**config.mk**
```make
export PLATFORM = sky130hd
export DESIGN_NAME = wsum_pass_seq
export DESIGN_NICKNAME = d
export VERILOG_FILES = /design/src/rtl/wsum_pkg.sv /design/src/rtl/wsum_pass_table.sv /design/src/rtl/wsum_phase_acc.sv /design/src/rtl/wsum_step_fsm.sv /design/src/rtl/wsum_pass_seq.sv
export SDC_FILE = /design/constraint.sdc
export NUM_CORES = 1
export LEC_CHECK = 0
export CORE_UTILIZATION = 55
export DETAILED_ROUTE_END_ITERATION = 10
export DONT_BUFFER_PORTS = 1
export HOLD_SLACK_MARGIN = 0.02
export PLACE_DENSITY_LB_ADDON = 0.25
export SLEW_MARGIN = 20
export SYNTH_ARGS = -nofsm -noshare
export SYNTH_HDL_FRONTEND = slang
export SYNTH_HIERARCHICAL = 1
export SYNTH_SLANG_ARGS = --single-unit
```
**constraint.sdc**
```tcl
create_clock -name clk_i -period 1.9 [get_ports clk_i]
set_input_delay 0 -clock clk_i [delete_from_list [all_inputs] [get_ports clk_i]]
set_output_delay 0 -clock clk_i [all_outputs]
set_load 0.005 [all_outputs]
```
**src/rtl/wsum_pkg.sv**
```systemverilog
package wsum_pkg;
  typedef enum logic [2:0] {
    ST_IDLE,
    ST_CLR,
    ST_GAP,
    ST_RAMP,
    ST_DONE
  } seq_st_e;
endpackage

```
**src/rtl/wsum_pass_table.sv**
```systemverilog
module wsum_pass_table #(
  parameter int PASS_MAX = 4,
  parameter int ACC_W    = 6,
  localparam int AW      = (PASS_MAX > 1) ? $clog2(PASS_MAX) : 1
) (
  input  logic             clk_i,
  input  logic             rst_ni,
  input  logic             we_i,
  input  logic [AW-1:0]    waddr_i,
  input  logic [ACC_W-1:0] wword_i,
  input  logic             wneg_i,
  input  logic [AW-1:0]    raddr_i,
  output logic [ACC_W-1:0] rword_o,
  output logic             rneg_o
);
  logic [ACC_W-1:0] word_q [PASS_MAX];
  logic             neg_q  [PASS_MAX];

  for (genvar i = 0; i < PASS_MAX; i++) begin : g_ent
    always_ff @(posedge clk_i or negedge rst_ni) begin
      if (!rst_ni) begin
        word_q[i] <= '0;
        neg_q[i]  <= 1'b0;
      end else if (we_i && (waddr_i == AW'(i))) begin
        word_q[i] <= wword_i;
        neg_q[i]  <= wneg_i;
      end
    end
  end

  always_comb begin
    rword_o = '0;
    rneg_o  = 1'b0;
    for (int i = 0; i < PASS_MAX; i++) begin
      if (raddr_i == AW'(i)) begin
        rword_o = word_q[i];
        rneg_o  = neg_q[i];
      end
    end
  end
endmodule

```
**src/rtl/wsum_phase_acc.sv**
```systemverilog
module wsum_phase_acc #(
  parameter int ACC_W = 6
) (
  input  logic             clk_i,
  input  logic             rst_ni,
  input  logic             load_i,
  input  logic             run_i,
  input  logic [ACC_W-1:0] word_i,
  output logic [ACC_W-1:0] tune_o,
  output logic             msb_o
);
  logic [ACC_W-1:0] inc_q, phase_q;

  always_ff @(posedge clk_i or negedge rst_ni) begin
    if (!rst_ni) begin
      inc_q   <= '0;
      phase_q <= '0;
    end else begin
      if (load_i) inc_q <= word_i;
      // phase restarts from zero whenever no ramp runs
      if (run_i) phase_q <= phase_q + inc_q;
      else       phase_q <= '0;
    end
  end

  assign tune_o = inc_q;
  assign msb_o  = phase_q[ACC_W-1];
endmodule

```
**src/rtl/wsum_step_fsm.sv**
```systemverilog
module wsum_step_fsm
  import wsum_pkg::*;
#(
  parameter int PASS_MAX = 4,
  parameter int TIME_W   = 8,
  localparam int AW      = (PASS_MAX > 1) ? $clog2(PASS_MAX) : 1,
  localparam int PW      = $clog2(PASS_MAX + 1)
) (
  input  logic              clk_i,
  input  logic              rst_ni,
  input  logic              start_i,
  input  logic [PW-1:0]     n_pass_i,
  input  logic [TIME_W-1:0] ramp_len_i,
  input  logic [TIME_W-1:0] gap_i,
  output seq_st_e           st_o,
  output logic [AW-1:0]     pass_o,
  output logic              half_o
);
  localparam logic [PW-1:0]     P_MAX = PW'(PASS_MAX);
  localparam logic [PW-1:0]     P_ONE = PW'(1);
  localparam logic [TIME_W-1:0] T_ONE = TIME_W'(1);

  seq_st_e           st_q;
  logic [TIME_W-1:0] tmr_q, rl_q, gp_q;
  logic [PW-1:0]     np_q, np_eff;
  logic [AW-1:0]     pass_q;
  logic              half_q;
  logic              gap_end, ramp_end, last_pass;

  always_comb begin
    if (n_pass_i == '0)        np_eff = P_ONE;
    else if (n_pass_i > P_MAX) np_eff = P_MAX;
    else                       np_eff = n_pass_i;
  end

  assign gap_end   = (tmr_q == gp_q - T_ONE);
  assign ramp_end  = (tmr_q == rl_q - T_ONE);
  assign last_pass = (PW'(pass_q) == np_q - P_ONE);

  always_ff @(posedge clk_i or negedge rst_ni) begin
    if (!rst_ni) begin
      st_q   <= ST_IDLE;
      tmr_q  <= '0;
      rl_q   <= T_ONE;
      gp_q   <= T_ONE;
      np_q   <= P_ONE;
      pass_q <= '0;
      half_q <= 1'b0;
    end else begin
      unique case (st_q)
        ST_IDLE: if (start_i) begin
          np_q   <= np_eff;
          rl_q   <= (ramp_len_i == '0) ? T_ONE : ramp_len_i;
          gp_q   <= (gap_i == '0) ? T_ONE : gap_i;
          pass_q <= '0;
          half_q <= 1'b0;
          tmr_q  <= '0;
          st_q   <= ST_CLR;
        end
        ST_CLR: begin
          tmr_q <= '0;
          st_q  <= ST_GAP;
        end
        ST_GAP: begin
          if (gap_end) begin
            tmr_q <= '0;
            st_q  <= ST_RAMP;
          end else begin
            tmr_q <= tmr_q + T_ONE;
          end
        end
        ST_RAMP: begin
          if (ramp_end) begin
            tmr_q <= '0;
            if (half_q && last_pass) begin
              st_q <= ST_DONE;
            end else begin
              st_q <= ST_GAP;
              if (half_q) begin
                half_q <= 1'b0;
                pass_q <= pass_q + AW'(1);
              end else begin
                half_q <= 1'b1;
              end
            end
          end else begin
            tmr_q <= tmr_q + T_ONE;
          end
        end
        ST_DONE: st_q <= ST_IDLE;
        default: st_q <= ST_IDLE;
      endcase
    end
  end

  assign st_o   = st_q;
  assign pass_o = pass_q;
  assign half_o = half_q;
endmodule

```
**src/rtl/wsum_pass_seq.sv**
```systemverilog
module wsum_pass_seq
  import wsum_pkg::*;
#(
  parameter int ACC_W    = 6,
  parameter int PASS_MAX = 4,
  parameter int TIME_W   = 8,
  localparam int AW      = (PASS_MAX > 1) ? $clog2(PASS_MAX) : 1,
  localparam int PW      = $clog2(PASS_MAX + 1)
) (
  input  logic                clk_i,
  input  logic                rst_ni,
  input  logic                start_i,
  input  logic [PW-1:0]       n_pass_i,
  input  logic [TIME_W-1:0]   ramp_len_i,
  input  logic [TIME_W-1:0]   gap_i,
  input  logic                tbl_we_i,
  input  logic [AW-1:0]       tbl_addr_i,
  input  logic [ACC_W-1:0]    tbl_word_i,
  input  logic                tbl_neg_i,
  output logic                ramp_en_o,
  output logic                ref_sel_o,
  output logic                cnt_up_o,
  output logic [PASS_MAX-1:0] nbr_sel_o,
  output logic                cnt_clr_o,
  output logic                wclk_o,
  output logic [ACC_W-1:0]    tune_o,
  output logic                busy_o,
  output logic                done_o
);
  seq_st_e          st;
  logic [AW-1:0]    pass_idx;
  logic             half;
  logic             idle, active;
  logic [ACC_W-1:0] cur_word;
  logic             cur_neg;

  wsum_step_fsm #(.PASS_MAX(PASS_MAX), .TIME_W(TIME_W)) u_fsm (
    .clk_i      (clk_i),
    .rst_ni     (rst_ni),
    .start_i    (start_i),
    .n_pass_i   (n_pass_i),
    .ramp_len_i (ramp_len_i),
    .gap_i      (gap_i),
    .st_o       (st),
    .pass_o     (pass_idx),
    .half_o     (half)
  );

  assign idle   = (st == ST_IDLE);
  assign active = (st == ST_GAP) || (st == ST_RAMP);

  wsum_pass_table #(.PASS_MAX(PASS_MAX), .ACC_W(ACC_W)) u_tbl (
    .clk_i   (clk_i),
    .rst_ni  (rst_ni),
    .we_i    (tbl_we_i && idle),
    .waddr_i (tbl_addr_i),
    .wword_i (tbl_word_i),
    .wneg_i  (tbl_neg_i),
    .raddr_i (pass_idx),
    .rword_o (cur_word),
    .rneg_o  (cur_neg)
  );

  wsum_phase_acc #(.ACC_W(ACC_W)) u_acc (
    .clk_i  (clk_i),
    .rst_ni (rst_ni),
    .load_i (st == ST_GAP),
    .run_i  (st == ST_RAMP),
    .word_i (cur_word),
    .tune_o (tune_o),
    .msb_o  (wclk_o)
  );

  for (genvar i = 0; i < PASS_MAX; i++) begin : g_nbr
    assign nbr_sel_o[i] = active && (pass_idx == AW'(i));
  end

  assign ramp_en_o = (st == ST_RAMP);
  assign ref_sel_o = active && !half;
  assign cnt_up_o  = active && (half ^ cur_neg);
  assign cnt_clr_o = (st == ST_CLR);
  assign busy_o    = (st == ST_CLR) || active;
  assign done_o    = (st == ST_DONE);
endmodule

```
* Word level (Yosys, flattened, before mapping)
Cells that the tools add are included.
** Storage, ports and cells
- Logic and storage cells :: 103
- Latch bits :: 0
- Bits in registers :: 73
- Bits in read-only memories :: 0
- RAM bits :: 0
- Memories kept :: 0
- Output and inout port bits :: 17
** Operators by class
- Equal/unequal tests :: 18
- Reductions and logical operators :: 28
- Add/subtract/negate cells :: 6
- Shift-type cells :: 0
- Muxes and demuxes :: 32
- Order comparisons :: 1
- Div/mod/pow operators :: 0
- $mul :: 0
- Bitwise gates (word level) :: 1
** Operators by type and width (count)
- 8-bit 2-to-1 mux :: 5
- 8-bit case mux with 4 select lines :: 1
- 6-bit 2-to-1 mux :: 5
- 3-bit 2-to-1 mux :: 6
- 8-bit == test :: 2
- 8-bit zero test :: 2
- 8-bit by 1-bit subtractor with 8-bit output, second input constant :: 2
- 1-bit logical AND :: 12
- 3-bit case mux with 4 select lines :: 1
- 8-bit by 1-bit adder with 8-bit output, second input constant :: 1
- 2-bit == test, second input constant :: 4
- 1-bit 2-to-1 mux :: 8
- 2-bit 2-to-1 mux :: 4
- 6-bit adder :: 1
- 3-bit by 2-bit == test with 1-bit output, second input constant :: 2
- 3-bit zero test :: 2
- 2-bit inequality test, second input constant :: 3
- 5-bit AND reduction :: 1
- 2-bit by 1-bit == test with 1-bit output, second input constant :: 2
- 2-bit zero test :: 2
- 2-bit by 1-bit inequality test with 1-bit output, second input constant :: 2
- 2-bit case mux with 2 select lines :: 1
- 2-bit AND reduction :: 2
- 4-bit AND reduction :: 1
- 13 further kinds :: 14

* Longest topological paths before layout
- Depth in word-level cells :: 7
- Depth in mapped cells :: 10
- Gate-level depth less buffers :: 9

* By module
The synthesis kept the hierarchy.
** Modules (own cells, without submodules)
- wsum_step_fsm :: sequential area each 829.5 µm², area each 2128.3 µm², cells an instance 235, times used 1
- wsum_pass_table :: sequential area each 700.7 µm², area each 1233.7 µm², cells an instance 69, times used 1
- wsum_phase_acc :: sequential area each 300.3 µm², area each 593.1 µm², cells an instance 44, times used 1
- wsum_pass_seq :: sequential area each 0.0 µm², area each 111.4 µm², cells an instance 18, times used 1

* Least setup slack after synthesis
No wires, ideal clock.
- Path type :: register to register
- Start :: register u_fsm.gp_q[0]
- End :: register u_fsm.tmr_q[3]
- Setup slack :: -0.206 ns
- Path buffers :: 1
- Setup time :: 0.132 ns
- Arrival time :: 1.974 ns
- Cell stages (with the launch flop) :: 10
- Cells stage by stage :: dfstp_2 > inv_1 > ha_1 > clkbuf_1 > xor2_1 > o211a_1 > nor3_1 > a21oi_2 > nor2_2 > o211ai_1
** On the way
- Longest elaborated chain between the ends :: 4
** RTL lines
- from (decl) :: line wsum_step_fsm.sv:24 : logic [TIME_W-1:0] tmr_q, rl_q, gp_q;
- from (signal assigned) :: line wsum_step_fsm.sv:54 : gp_q <= (gap_i == '0) ? T_ONE : gap_i;
- 8-bit by 1-bit subtractor with 8-bit output :: line wsum_step_fsm.sv:36 : assign gap_end = (tmr_q == gp_q - T_ONE);
- 8-bit == test :: line wsum_step_fsm.sv:36
- 8-bit 2-to-1 mux :: line wsum_step_fsm.sv:65 : if (gap_end) begin
- 8-bit case mux with 4 select lines :: line wsum_step_fsm.sv:50 : unique case (st_q)
- to (signal assigned) :: line wsum_step_fsm.sv:69 : tmr_q <= tmr_q + T_ONE;
- to (signal assigned) :: line wsum_step_fsm.sv:87 : tmr_q <= tmr_q + T_ONE;
- to (decl) :: line wsum_step_fsm.sv:24
Every way passes these cells.
A chain may end at the register's enable or synchronous reset.

* Final worst setup path
- Start :: register u_fsm.np_q[0]
- End :: register u_fsm.pass_q[1] (netlist: u_fsm/pass_o[1])
** On the way
- Longest elaborated chain between the ends :: 5
** RTL lines
- from (decl) :: line wsum_step_fsm.sv:25 : logic [PW-1:0] np_q, np_eff;
- from (signal assigned) :: line wsum_step_fsm.sv:52 : np_q <= np_eff;
- 3-bit by 1-bit subtractor with 3-bit output :: line wsum_step_fsm.sv:38 : assign last_pass = (PW'(pass_q) == np_q - P_ONE);
- 2-bit by 3-bit == test with 1-bit output :: line wsum_step_fsm.sv:38
- 1-bit logical AND :: line wsum_step_fsm.sv:75 : if (half_q && last_pass) begin
- 2-bit inequality test (no line)
- 5-bit AND reduction (no line)
- to (signal assigned) :: line wsum_step_fsm.sv:81 : pass_q <= pass_q + AW'(1);
- to (decl) :: line wsum_step_fsm.sv:26 : logic [AW-1:0] pass_q;
Every way passes these cells.

==> summary.md <==
| Metric | Value |
|---|---|
| Status | `finished with violations` |
| Failing checks | `setup timing` |
| Initial Util | `0.582` |
| Post-Syn Instances | `366` |
| Seq/Total Area, Yosys | `0.450` |
| Reg2Reg Depth | `9` |
| Max stage delay cell, worst path | `dfstp_2` |
| CP Capture Type | `flop` |
| Largest net degree at the start of global routing | `74` |
| Sw power | `2850 uW` |
| CTS tree | `built` |
| Dpl hpwl | `6.15 mm` |
| Peak supply drop | `851 uV` |
| CP peak stage delay | `0.55 ns` |
| Post-synth ARST share | `1.00` |
| Synth area leaders | `dfrtp_1 (43%), mux2_2 (13%), mux4_2 (3.9%)` |
| Final Skew | `0.0120 ns` |
| N_diodes | `0` |
| Netlist Area Pre-Place | `0.00407 mm^2` |
| Core Box Area | `0.00698 mm^2` |
| Initial antenna violation count | `0` |
| CTS clk-pin slew, worst paths | `0.09 ns` |
| Ys flop type | `dfrtp_1` |
| Num CTS Buffers | `9` |
| Post-Syn Area per Cell | `11.1 um^2` |
| CTS root buf | `clkbuf_8` |
| CP top delay family | `simple AND/OR/NAND/NOR gates` |
| Maxcap violations | `0` |
| Final Cycle Share | `1.07` |
| Slew at the pin closest to its max-slew limit | `0.449 ns` |
| Post-synth top cells | `dfrtp_1 (70), mux2_2 (46), nand2_1 (32), o21ai_0 (19), nor2_1 (17)` |
| Ratio of cells with drive above 1 in the final layout | `0.388` |
| Int Power | `4590 uW` |
| ANT nets after route | `0` |
| Synth Warn # | `6` |
| # H-tree levels | `3` |
| Routed vias | `3122` |
| Sequential power share | `0.356` |
| Final Core Density | `0.747` |
| Crit path buf inv count | `1` |
| Clock Power Share | `0.186` |
| Setup Viol. Count Final | `13` |
| Clk_lat worst skew | `0.35 ns` |
| Final max-slew violation count | `0` |
| Power per cell area | `1430 mW/mm^2` |
| Synth Register Bits | `73` |
| Cell count after placement | `479` |
| DRC Markers | `0` |
| Tmin final | `2.02 ns` |
| Post-Syn Nets | `408` |
| Grt total ovfl | `0` |
| Final net count | `478` |
| DRT Pass-1 Iters | `5` |
| WL per Instance | `17.9 um` |
| Share of the synthesized area in the top cell type | `0.431` |
| Total GRT Usage | `0.263` |
| Worst Path Required | `2.16 ns` |
| DR iter-0 viols | `204` |
| First-pass GRT wire length | `15.1 mm` |
| Crit path kind | `reg -> reg` |
| Worst Path Max Fanout | `3` |
| Hold Path Depth | `2` |
| Post-Route WL | `9.60 mm` |
| Cell variety after synth | `57` |
| Register area | `0.00183 mm^2` |
| RSZ-0062 raised after global routing | `yes` |
| Sw frac | `0.383` |
| Max Freq | `494 MHz` |
| Crit-path cells | `inv_2 > ha_4 > xnor2_2 > nor4_1 > nand2_1 > or2_4 > o21ai_4 > or4_4 > o211ai_1` |
| Startpoint Class | `flop` |
| Maximum clock path buffer count | `2` |
| Die Area | `0.00774 mm^2` |
| Finished Layout Cells | `537` |
| Area leader, netlist | `dfrtp_1` |
| Fill count | `464` |
| Clock sinks | `73` |
| Multi-input gate area | `0.00231 mm^2` |
| Vias in the first global route | `3109` |
| Leakage Power | `0.00235 uW` |
| Combinational share of power | `0.459` |
| Count leader, synth | `dfrtp_1` |
| Vias per cell | `5.81` |
| PnR worst setup slack | `-0.124 ns` |
| Total Power | `7440 uW` |
| Io pins | `49` |
| CP Depth | `9` |
| Routability cong. | `0.906` |
| Hold Fails Final Rpt | `0` |
| Min-delay worst type | `in -> reg` |
| Die Height | `88.0 um` |
| Post-synth EDFFs | `0` |
| Worst rel slew slack | `0.700` |
| Die width | `88.0 um` |
| Standard-cell row count | `30` |
| IO Port Bufs | `0` |
| Area growth from synthesis to layout | `28.2%` |
| CP arrival | `2.29 ns` |
==> layout make-up <==
cell class	count	share of cell area
clock buffer	9	0.0238
clock inverter	7	0.0192
inverter	12	0.00864
multi-input combinational	266	0.444
sequential	73	0.351
tap	96	0.0230
timing repair buffer	74	0.130
==> logic make-up (layout without fill, tap and decap cells) <==
group                    count (synthesis)  after routing  synth area share
adder cells (fa/ha/maj)                 10             10            0.0326
buffers and inverters                   28            102            0.0314
flip-flops                              73             73             0.450
AND/OR/NAND/NOR                        119            119             0.168
multiplexers                            54             54             0.170
AO/OA/AOI/OAI                           54             55            0.0874
XOR/XNOR                                28             28            0.0603
==> per-layer routing <==
metal	part of all wire	up-vias	wire, um	global-route usage
met5	0	-	0	0
met4	0.033	0	319	0.139
met3	0.042	28	408	0.0443
met2	0.49	75	4710	0.426
met1	0.43	1569	4170	0.339
li1	-	1450	-	-
==> path summary, 6_finish.rpt <==
kind / startpoint / to / slack [ns]
max in group asynchronous: rst_ni / u_fsm/np_q[0]$_DFFE_PN1P_ / 1.34
worst min-delay path: tbl_addr_i[0] / u_tbl/word_q[2]$_DFFE_PN0P_ / 0.04
min in group asynchronous: rst_ni / u_acc/phase_q[0]$_DFF_PN0_ / 0.23
worst max register to register: u_fsm/np_q[0]$_DFFE_PN1P_ / u_fsm/pass_o[1]$_DFFE_PN0P_ / -0.12
worst min register to register: u_tbl/word_q[11]$_DFFE_PN0P_ / u_tbl/word_q[11]$_DFFE_PN0P_ / 0.51
worst max-delay path: u_fsm/np_q[0]$_DFFE_PN1P_ / u_fsm/pass_o[1]$_DFFE_PN0P_ / -0.12
==> sequential cells by signal (all words and copies together), names as in the netlist <==
signal and cells:
u_acc/phase_q 6, u_acc/tune_o 6, u_fsm/gp_q 8, u_fsm/half_o 1
u_fsm/np_q 3, u_fsm/pass_o 2, u_fsm/rl_q 8, u_fsm/st_o 3
u_fsm/tmr_q 8, u_tbl/neg_q 4, u_tbl/word_q 24
==> power groups by stage <==
| stage | logic [uW] | registers [uW] | clock network, uW |
|---|---|---|---|
| 3_5_place_dp | 2760 | 2620 | 0 |
| 5_1_grt | 3690 | 2710 | 1470 |
| 6_report | 3410 | 2640 | 1380 |
| 3_3_place_gp | 2650 | 2590 | 0 |
| 2_1_floorplan | 2070 | 2540 | 0 |
| 4_1_cts | 3110 | 2610 | 1400 |
==> layout by cell type (no fill, tap or decap), types with 4 or more instances in the layout <==
cell type      count
nor2b_1            4
clkbuf_8           9
ha_1               6
inv_2              6
mux2_2            46
or2_2              5
nor2_1            17
o21ai_0           12
dfrtp_1           69
nor3_1             8
a21oi_1            8
and2_1             6
xor2_1            12
xnor2_1           14
nand2_1           29
o211ai_1           5
dlygate4sd3_1     29
nand4_1            4
nand2b_1           6
mux4_2             7
inv_1              6
buf_4             39
nand3_1            7
o21ai_1            5
==> what timing repair did <==
action,4_1_cts,5_1_grt
hold endpoints to repair,121,0
gates resized for setup,17,18
endpoints found under the setup margin,14,26
gates cloned,1,0
pin swaps,18,14
buffers inserted,4,8
hold buffers,30,0
==> metrics by stage <==
step                TNS, ns  hold slack, ns  setup WS, ns  cell area (um^2)
floorplan            -0.361          -0.296        -0.136              4140
global placement     -0.598          -0.294       -0.0860              4420
detailed placement    -1.05          -0.293        -0.153              4420
CTS                  -0.672          0.0244        -0.105              5080
global route          -2.12          0.0355        -0.201              5210
finish                -1.03          0.0353        -0.124              5210
No activity file was read; power rests on OpenSTA's default activity.
